### src/rtl/hdx_pkg.sv
package hdx_pkg;

    // Controller states.
    typedef enum logic [2:0] {
        S_RX    = 3'd0,
        S_WAIT  = 3'd1,
        S_GUARD = 3'd2,
        S_SEND  = 3'd3,
        S_BUSY  = 3'd4,
        S_GAP   = 3'd5
    } hdx_state_t;

    // Decoded control register.
    typedef struct packed {
        logic       gap_en;     // bit 7
        logic       par_ign;    // bit 5
        logic       tmo_off;    // bit 4
        logic       sig_off;    // bit 3
        logic [2:0] grd_code;   // bits 2:0
    } hdx_cfg_t;

    // Guard length in ticks for a code: halves per step, top code falls back to base.
    function automatic int guard_ticks(input logic [2:0] code, input int base);
        if (code == 3'd7) begin
            return base;
        end
        return base >> code;
    endfunction

endpackage

### src/rtl/hdx_cfg_reg.sv
module hdx_cfg_reg
    import hdx_pkg::*;
(
    input  logic       clk,
    input  logic       rst_n,
    input  logic       we,
    input  logic [7:0] wdata,
    output hdx_cfg_t   cfg
);

    hdx_cfg_t cfg_q;
    hdx_cfg_t cfg_w;

    // Bit 6 carries nothing and is dropped.
    always_comb begin
        cfg_w.gap_en   = wdata[7];
        cfg_w.par_ign  = wdata[5];
        cfg_w.tmo_off  = wdata[4];
        cfg_w.sig_off  = wdata[3];
        cfg_w.grd_code = wdata[2:0];
    end

    always_ff @(posedge clk or negedge rst_n) begin
        if (!rst_n) begin
            cfg_q <= '0;
        end else if (we) begin
            cfg_q <= cfg_w;
        end
    end

    assign cfg = cfg_q;

endmodule

### src/rtl/hdx_guard_lat.sv
module hdx_guard_lat
    import hdx_pkg::*;
#(
    parameter int GUARD_BASE = 128,
    parameter int GL_W       = $clog2(GUARD_BASE) + 1
) (
    input  logic            clk,
    input  logic            rst_n,
    input  logic            load,
    input  logic [2:0]      code,
    output logic [GL_W-1:0] glen
);

    logic [GL_W-1:0] glen_q;
    logic [GL_W-1:0] glen_d;

    always_comb begin
        glen_d = GL_W'(guard_ticks(code, GUARD_BASE));
    end

    // Snapshot on guard entry so later writes cannot disturb a running guard.
    always_ff @(posedge clk or negedge rst_n) begin
        if (!rst_n) begin
            glen_q <= GL_W'(GUARD_BASE);
        end else if (load) begin
            glen_q <= glen_d;
        end
    end

    assign glen = glen_q;

endmodule

### src/rtl/hdx_span_ctr.sv
module hdx_span_ctr #(
    parameter int W = 17
) (
    input  logic         clk,
    input  logic         rst_n,
    input  logic         clr,
    input  logic         tick,
    input  logic [W-1:0] limit,
    output logic         hit
);

    localparam logic [W-1:0] CNT_TOP = '1;

    logic [W-1:0] cnt_q;

    always_ff @(posedge clk or negedge rst_n) begin
        if (!rst_n) begin
            cnt_q <= '0;
        end else if (clr) begin
            cnt_q <= '0;
        end else if (tick && (cnt_q != CNT_TOP)) begin
            cnt_q <= cnt_q + W'(1);
        end
    end

    // Final tick of a span of `limit` ticks.
    assign hit = tick && (cnt_q == (limit - W'(1)));

endmodule

### src/rtl/hdx_dir_ctrl.sv
module hdx_dir_ctrl
    import hdx_pkg::*;
#(
    parameter int GUARD_BASE = 128,
    parameter int BIT_CYC    = 8,
    parameter int IDLE_BITS  = 2,
    parameter int TMO_CYC    = 65536
) (
    input  logic       clk,
    input  logic       rst_n,
    input  logic       link_tick,
    input  logic       cfg_we,
    input  logic [7:0] cfg_wdata,
    input  logic       rx_byte_vld,
    input  logic       rx_par_ok,
    input  logic       rsp_due,
    input  logic       tx_req,
    input  logic [7:0] tx_data,
    input  logic       tx_last,
    input  logic       tx_is_ack,
    output logic       tx_ack,
    output logic       ser_req,
    output logic [7:0] ser_data,
    input  logic       ser_start,
    input  logic       ser_done,
    output logic       drv_en,
    output logic       err_tmo,
    output logic       err_par
);

    localparam int GL_W    = $clog2(GUARD_BASE) + 1;
    localparam int CNT_W   = $clog2(TMO_CYC) + 1;
    localparam int GAP_CYC = IDLE_BITS * BIT_CYC;

    hdx_state_t      state_q, state_d;
    hdx_cfg_t        cfg;
    logic [GL_W-1:0] glen;
    logic [CNT_W-1:0] span_lim;
    logic            span_hit;
    logic            span_clr;
    logic            grd_load;
    logic            line_tx_q;
    logic [7:0]      byte_q;
    logic            last_q;
    logic            tmo_now;
    logic            par_bad;
    logic            err_tmo_q, err_par_q;

    hdx_cfg_reg u_cfg (
        .clk   (clk),
        .rst_n (rst_n),
        .we    (cfg_we),
        .wdata (cfg_wdata),
        .cfg   (cfg)
    );

    hdx_guard_lat #(
        .GUARD_BASE (GUARD_BASE),
        .GL_W       (GL_W)
    ) u_grd (
        .clk   (clk),
        .rst_n (rst_n),
        .load  (grd_load),
        .code  (cfg.grd_code),
        .glen  (glen)
    );

    hdx_span_ctr #(
        .W (CNT_W)
    ) u_span (
        .clk   (clk),
        .rst_n (rst_n),
        .clr   (span_clr),
        .tick  (link_tick),
        .limit (span_lim),
        .hit   (span_hit)
    );

    // Each counting state picks its own span length.
    always_comb begin
        unique case (state_q)
            S_GUARD: span_lim = CNT_W'(glen);
            S_GAP:   span_lim = CNT_W'(GAP_CYC);
            S_WAIT:  span_lim = CNT_W'(TMO_CYC);
            default: span_lim = '1;
        endcase
    end

    assign par_bad  = rx_byte_vld && !rx_par_ok && !cfg.par_ign;
    assign tmo_now  = (state_q == S_WAIT) && !tx_req && !cfg.tmo_off && span_hit;

    // Next-state logic.
    always_comb begin
        state_d = state_q;
        unique case (state_q)
            S_RX: begin
                if (!par_bad && rsp_due) begin
                    state_d = S_WAIT;
                end
            end
            S_WAIT: begin
                if (tx_req) begin
                    if (tx_is_ack && cfg.sig_off) begin
                        state_d = S_RX;
                    end else if (line_tx_q) begin
                        state_d = S_SEND;
                    end else begin
                        state_d = S_GUARD;
                    end
                end else if (tmo_now) begin
                    state_d = S_RX;
                end
            end
            S_GUARD: begin
                if (span_hit) begin
                    state_d = S_SEND;
                end
            end
            S_SEND: begin
                if (ser_start) begin
                    state_d = S_BUSY;
                end
            end
            S_BUSY: begin
                if (ser_done) begin
                    if (last_q) begin
                        state_d = S_RX;
                    end else if (cfg.gap_en) begin
                        state_d = S_GAP;
                    end else begin
                        state_d = S_WAIT;
                    end
                end
            end
            S_GAP: begin
                if (span_hit) begin
                    state_d = S_WAIT;
                end
            end
            default: state_d = S_RX;
        endcase
    end

    assign span_clr = (state_d != state_q);
    assign grd_load = (state_d == S_GUARD) && (state_q != S_GUARD);

    // State register with its companion flags.
    always_ff @(posedge clk or negedge rst_n) begin
        if (!rst_n) begin
            state_q   <= S_RX;
            line_tx_q <= 1'b0;
            byte_q    <= '0;
            last_q    <= 1'b0;
            err_tmo_q <= 1'b0;
            err_par_q <= 1'b0;
        end else begin
            state_q   <= state_d;
            err_tmo_q <= tmo_now;
            err_par_q <= (state_q == S_RX) && par_bad;
            if (state_d == S_RX) begin
                line_tx_q <= 1'b0;
            end else if (state_d == S_SEND) begin
                line_tx_q <= 1'b1;
            end
            if (tx_ack) begin
                byte_q <= tx_data;
                last_q <= tx_last;
            end
        end
    end

    // Outputs decoded from the current state.
    always_comb begin
        tx_ack   = 1'b0;
        ser_req  = 1'b0;
        drv_en   = 1'b0;
        unique case (state_q)
            S_RX:    ;
            S_WAIT: begin
                tx_ack = tx_req;
                drv_en = line_tx_q;
            end
            S_GUARD: ;
            S_SEND: begin
                ser_req = 1'b1;
                drv_en  = 1'b1;
            end
            S_BUSY:  drv_en = 1'b1;
            S_GAP:   drv_en = 1'b1;
            default: ;
        endcase
    end

    assign ser_data = byte_q;
    assign err_tmo  = err_tmo_q;
    assign err_par  = err_par_q;

endmodule

### config.mk
export PLATFORM = sky130hd
export DESIGN_NAME = hdx_dir_ctrl
export DESIGN_NICKNAME = d
export VERILOG_FILES = /design/src/rtl/hdx_pkg.sv /design/src/rtl/hdx_cfg_reg.sv /design/src/rtl/hdx_guard_lat.sv /design/src/rtl/hdx_span_ctr.sv /design/src/rtl/hdx_dir_ctrl.sv
export SDC_FILE = /design/constraint.sdc
export NUM_CORES = 1
export LEC_CHECK = 0
export BUFFER_PORTS_ARGS = -buffer_cell sky130_fd_sc_hd__buf_2
export CORE_MARGIN = 3
export CORE_UTILIZATION = 58
export CTS_CLUSTER_SIZE = 28
export DETAILED_ROUTE_END_ITERATION = 16
export PLACE_DENSITY = 0.88
export SYNTH_ARGS = -nofsm -noshare
export SYNTH_HDL_FRONTEND = slang
export SYNTH_SLANG_ARGS = --single-unit
### constraint.sdc
create_clock -name clk -period 5.6 [get_ports clk]
set_input_delay 0.28 -clock clk [delete_from_list [all_inputs] [get_ports clk]]
set_output_delay 0.28 -clock clk [all_outputs]
set_load 0.005 [all_outputs]
==> run_results.csv <==
group,metric,value,unit
run_status,status,"finished, final reports clean",
logic_synthesis,synth_top_area_share,0.3525,
global_routing,grt_first_pass_wirelength,13.64,mm
clocking,cts_tree,"yes",
logic_synthesis,ys_seq_elements,46,
cells_and_area,num_antenna_cells,0,
sta,fin_ws,1380,ps
global_routing,grt_pass1_vias,2880,
logic_synthesis,yosysWarnings,0,
logic_synthesis,synth_area_leaders,"dfrtp_1, mux2_2, nor3_1",
placement,port_buffers,39,
cells_and_area,fin_cells,457,
cells_and_area,drive_gt1_frac,0.2067,
clocking,cts_max_level,2,
global_routing,antenna_found_initial,0,
worst_setup_path,max_stage_delay,470,ps
logic_synthesis,syn_nets,392,
worst_setup_path,cp-end-kind,"flop",
clocking,post_cts_buffers,0,
sta,slew_headroom,0.3559,
worst_setup_path,required,5780,ps
placement,hpwl,5.767,mm
clocking,holdBufCountCts,0,
logic_synthesis,synth.distinct_cells,64,
cells_and_area,nNetsFinal,419,
route,drc,0,
sta,hold-worst-slack,128.6,ps
floorplanning,rows,26,
power_and_ir_drop,powerDensity,221.2,nW/um2
worst_setup_path,crit_arrival,4400,ps
hold_path,hold_class,"input pin to asynchronous set/reset pin",
clocking,numCtsBuffers,5,
sta,fin_crit_sh,0.7536,
global_routing,grt_use_met2,0.4131,
route,drt_first_iter_violations,303,
sta,clock.fmax,0.2370,GHz
power_and_ir_drop,p_leak,1.587,nW
global_routing,met3_usage,0.04372,
logic_synthesis,synth_ff_type,"dfrtp_1",
flow_run,drv_cap,0,
cells_and_area,nFillCells,410,
logic_synthesis,synth-edff-count,0,
sta,rsz0062_at_grt,"no",
floorplanning,die_y,80.21,um
sta,fin_skew,6.569,ps
route,drt_pass1_iterations,5,
cells_and_area,multiInputGateArea,1889,um2
route,ant_nets,0,
power_and_ir_drop,vdd.ir_drop.worst,0.1980,mV
logic_synthesis,avgSynthCellArea,8.898,um2
global_routing,grt_overflow,0,
worst_setup_path,worstSetupPathType,"flop to flop",
sta,finalHoldViolations,0,
worst_setup_path,cpMaxStageDelayCell,"or3b_1",
global_routing,use_met1,0.3707,
cells_and_area,fin_area,3525,um2
global_routing,groute.usage.overall,0.2680,
route,vias,3015,
sta,tightest_slew,966.1,ps
clocking,cts-root-buf,"clkbuf_8",
route,totalWireLength,8.082,mm
clocking,post_cts_resized,0,
logic_synthesis,ys_seq_area_frac,0.3608,
sta,slew_viol_final,0,
clocking,clk_latency,300,ps
clocking,cts.sinks,46,
route,detail_route.wl_per_cell,17.68,um
placement,dp.cells,449,
sta,setup_viol,0,
global_routing,grt_max_degree,47,
placement,globalplace.congestion,0.9410,
worst_setup_path,path_max_fanout,17,
floorplanning,fp.dieArea,6434,um2
floorplanning,io-pin-count,41,
logic_synthesis,yosysTopAreaCell,"dfrtp_1",
clocking,clkTransAtPathRegs,80,ps
placement,placed_cell_area,3430,um2
logic_synthesis,synth_area,3194,um2
clocking,clk_path_buf_depth,2,
cells_and_area,seq_area,1152,um2
placement,pre_cts_ws,1420,ps
floorplanning,fp.dieW,80.21,um
worst_setup_path,path_cells,"or3b_1 > o21ai_0 > ha_1 > inv_1 > nor3_1 > ha_1 > xnor2_1 > o21bai_1 > or4_1 > or4_1 > or2_4 > nor3b_4 > buf_4 > nor3_1",
sta,min_period,4220,ps
logic_synthesis,syn_inst,359,
worst_setup_path,startpoint_type,"flop",
cells_and_area,area_delta_synth_final,10.34,%
route,via_per_inst,6.597,
global_routing,grt-busiest-layer,"met2",
logic_synthesis,async_flop_share,1.000,
sta,tns,0,ps
floorplanning,fp.coreArea,5205,um2
floorplanning,start_util,0.6137,
-- worst paths after layout --
kind	startpoint	to	slack (ps)	cells after the start
setup / recovery	state_q[2]$_DFF_PN0_	u_span.cnt_q[7]$_DFFE_PN0P_	1380	14
hold / removal	rst_n	state_q[2]$_DFF_PN0_	130	1
setup reg to reg	state_q[2]$_DFF_PN0_	u_span.cnt_q[7]$_DFFE_PN0P_	1380	14
hold reg to reg	u_cfg.cfg[3]$_DFFE_PN0P_	u_cfg.cfg[3]$_DFFE_PN0P_	510	1
max in group asynchronous	rst_n	u_span.cnt_q[15]$_DFFE_PN0P_	4860	1
min in group clk	cfg_wdata[0]	u_cfg.cfg[0]$_DFFE_PN0P_	180	3
-- kinds of logic after synthesis --
group / Yosys count / share of synthesized area
fa+ha+maj: 5 / 0.01958
simple gates: 146 / 0.2573
xor+xnor: 23 / 0.06737
compound gates: 84 / 0.1865
buf+inv: 38 / 0.04974
flops: 46 / 0.3608
mux: 17 / 0.05875
-- where the power goes --
group | total [W] | internal [W] | leakage, nW | switching [W]
clock | 0.000210 | 0.0000993 | 0.0472 | 0.000111
combinational | 0.000153 | 0.0000768 | 0.947 | 0.0000767
sequential | 0.000416 | 0.000361 | 0.592 | 0.0000558
-- worst max-delay path, delay by kind of cell, from the launching register on --
family | cells | cell delay, ps
AND/OR/NAND/NOR | 7 | 2120
adder cells (fa/ha/maj) | 2 | 650
buffers and inverters | 2 | 400
AO/OA/AOI/OAI | 2 | 390
flip-flops | 1 | 380
XOR/XNOR | 1 | 150
-- synth_stat cells (2+ instances only) --
cell,number
or3_1,4
a21oi_1,10
nor2b_1,8
o311ai_0,2
nor4bb_1,2
nand2_1,33
nand2b_1,8
o21bai_1,2
nand3_1,9
nand4_1,5
o2111ai_1,2
mux2i_1,3
o41ai_1,6
xor2_1,12
o21ai_0,22
nor3_1,28
or2_2,2
inv_1,10
ha_1,5
a221oi_1,3
clkbuf_1,25
a21o_1,3
o32ai_1,2
and3_1,7
o22ai_1,3
and2_1,3
nor4b_1,4
or4_1,4
nor3b_1,2
nor4_1,3
mux2_2,14
nor2_1,12
buf_6,2
a31oi_1,4
o31ai_1,3
a211oi_1,4
o211ai_1,4
xnor2_1,10
dfrtp_1,45
and4_1,5
-- area by class of cell --
cell class | instances | area share
inverters | 10 | 0.01065
clock inverters | 2 | 0.003550
repair buffers | 48 | 0.07455
well taps | 70 | 0.02485
clock buffers | 6 | 0.02343
flip-flops and latches | 46 | 0.3269
multi-input cells | 275 | 0.5360
-- through the flow --
step                total power [W]  utilization
finish                    0.0007798       0.6772
global route              0.0008255       0.6772
CTS                       0.0007812       0.6772
detailed placement        0.0005726       0.6589
global placement          0.0005642       0.6589
floorplan                 0.0005227            -
-- cells in the final DEF, fill, tap and decap left out, types with 4 or more instances in the layout --
master | Yosys | layout
ha_1 | 5 | 5
or4_1 | 4 | 4
nand2_1 | 33 | 33
a21oi_1 | 10 | 10
inv_1 | 10 | 10
nand3_1 | 9 | 9
a31oi_1 | 4 | 4
o211ai_1 | 4 | 4
buf_2 | 1 | 39
mux2_2 | 14 | 14
dfrtp_1 | 45 | 45
and3_1 | 7 | 7
clkbuf_8 | 0 | 6
nand4_1 | 5 | 5
o41ai_1 | 6 | 6
xnor2_1 | 10 | 10
nor3_1 | 28 | 28
nor2b_1 | 8 | 8
xor2_1 | 12 | 12
nor2_1 | 12 | 12
and4_1 | 5 | 5
nand2b_1 | 8 | 8
or3_1 | 4 | 4
buf_4 | 0 | 9
o21ai_0 | 22 | 22
a211oi_1 | 4 | 4
nor4b_1 | 4 | 4
-- flip-flops by register name (all words and copies together), names as in the netlist --
register      cells
u_span.cnt_q     17
u_cfg.cfg         7
state_q           3
u_grd.glen        7
err_tmo           1
ser_data          8
err_par           1
line_tx_q         1
last_q            1
-- per-layer routing --
metal | wire length, um | vias up | part of all wire
met5 | 0 | - | 0
met4 | 293 | 0 | 0.036
met3 | 557 | 35 | 0.069
met2 | 3793 | 167 | 0.47
met1 | 3437 | 1424 | 0.43
li1 | - | 1389 | -
No activity file was read; power rests on OpenSTA's default activity.
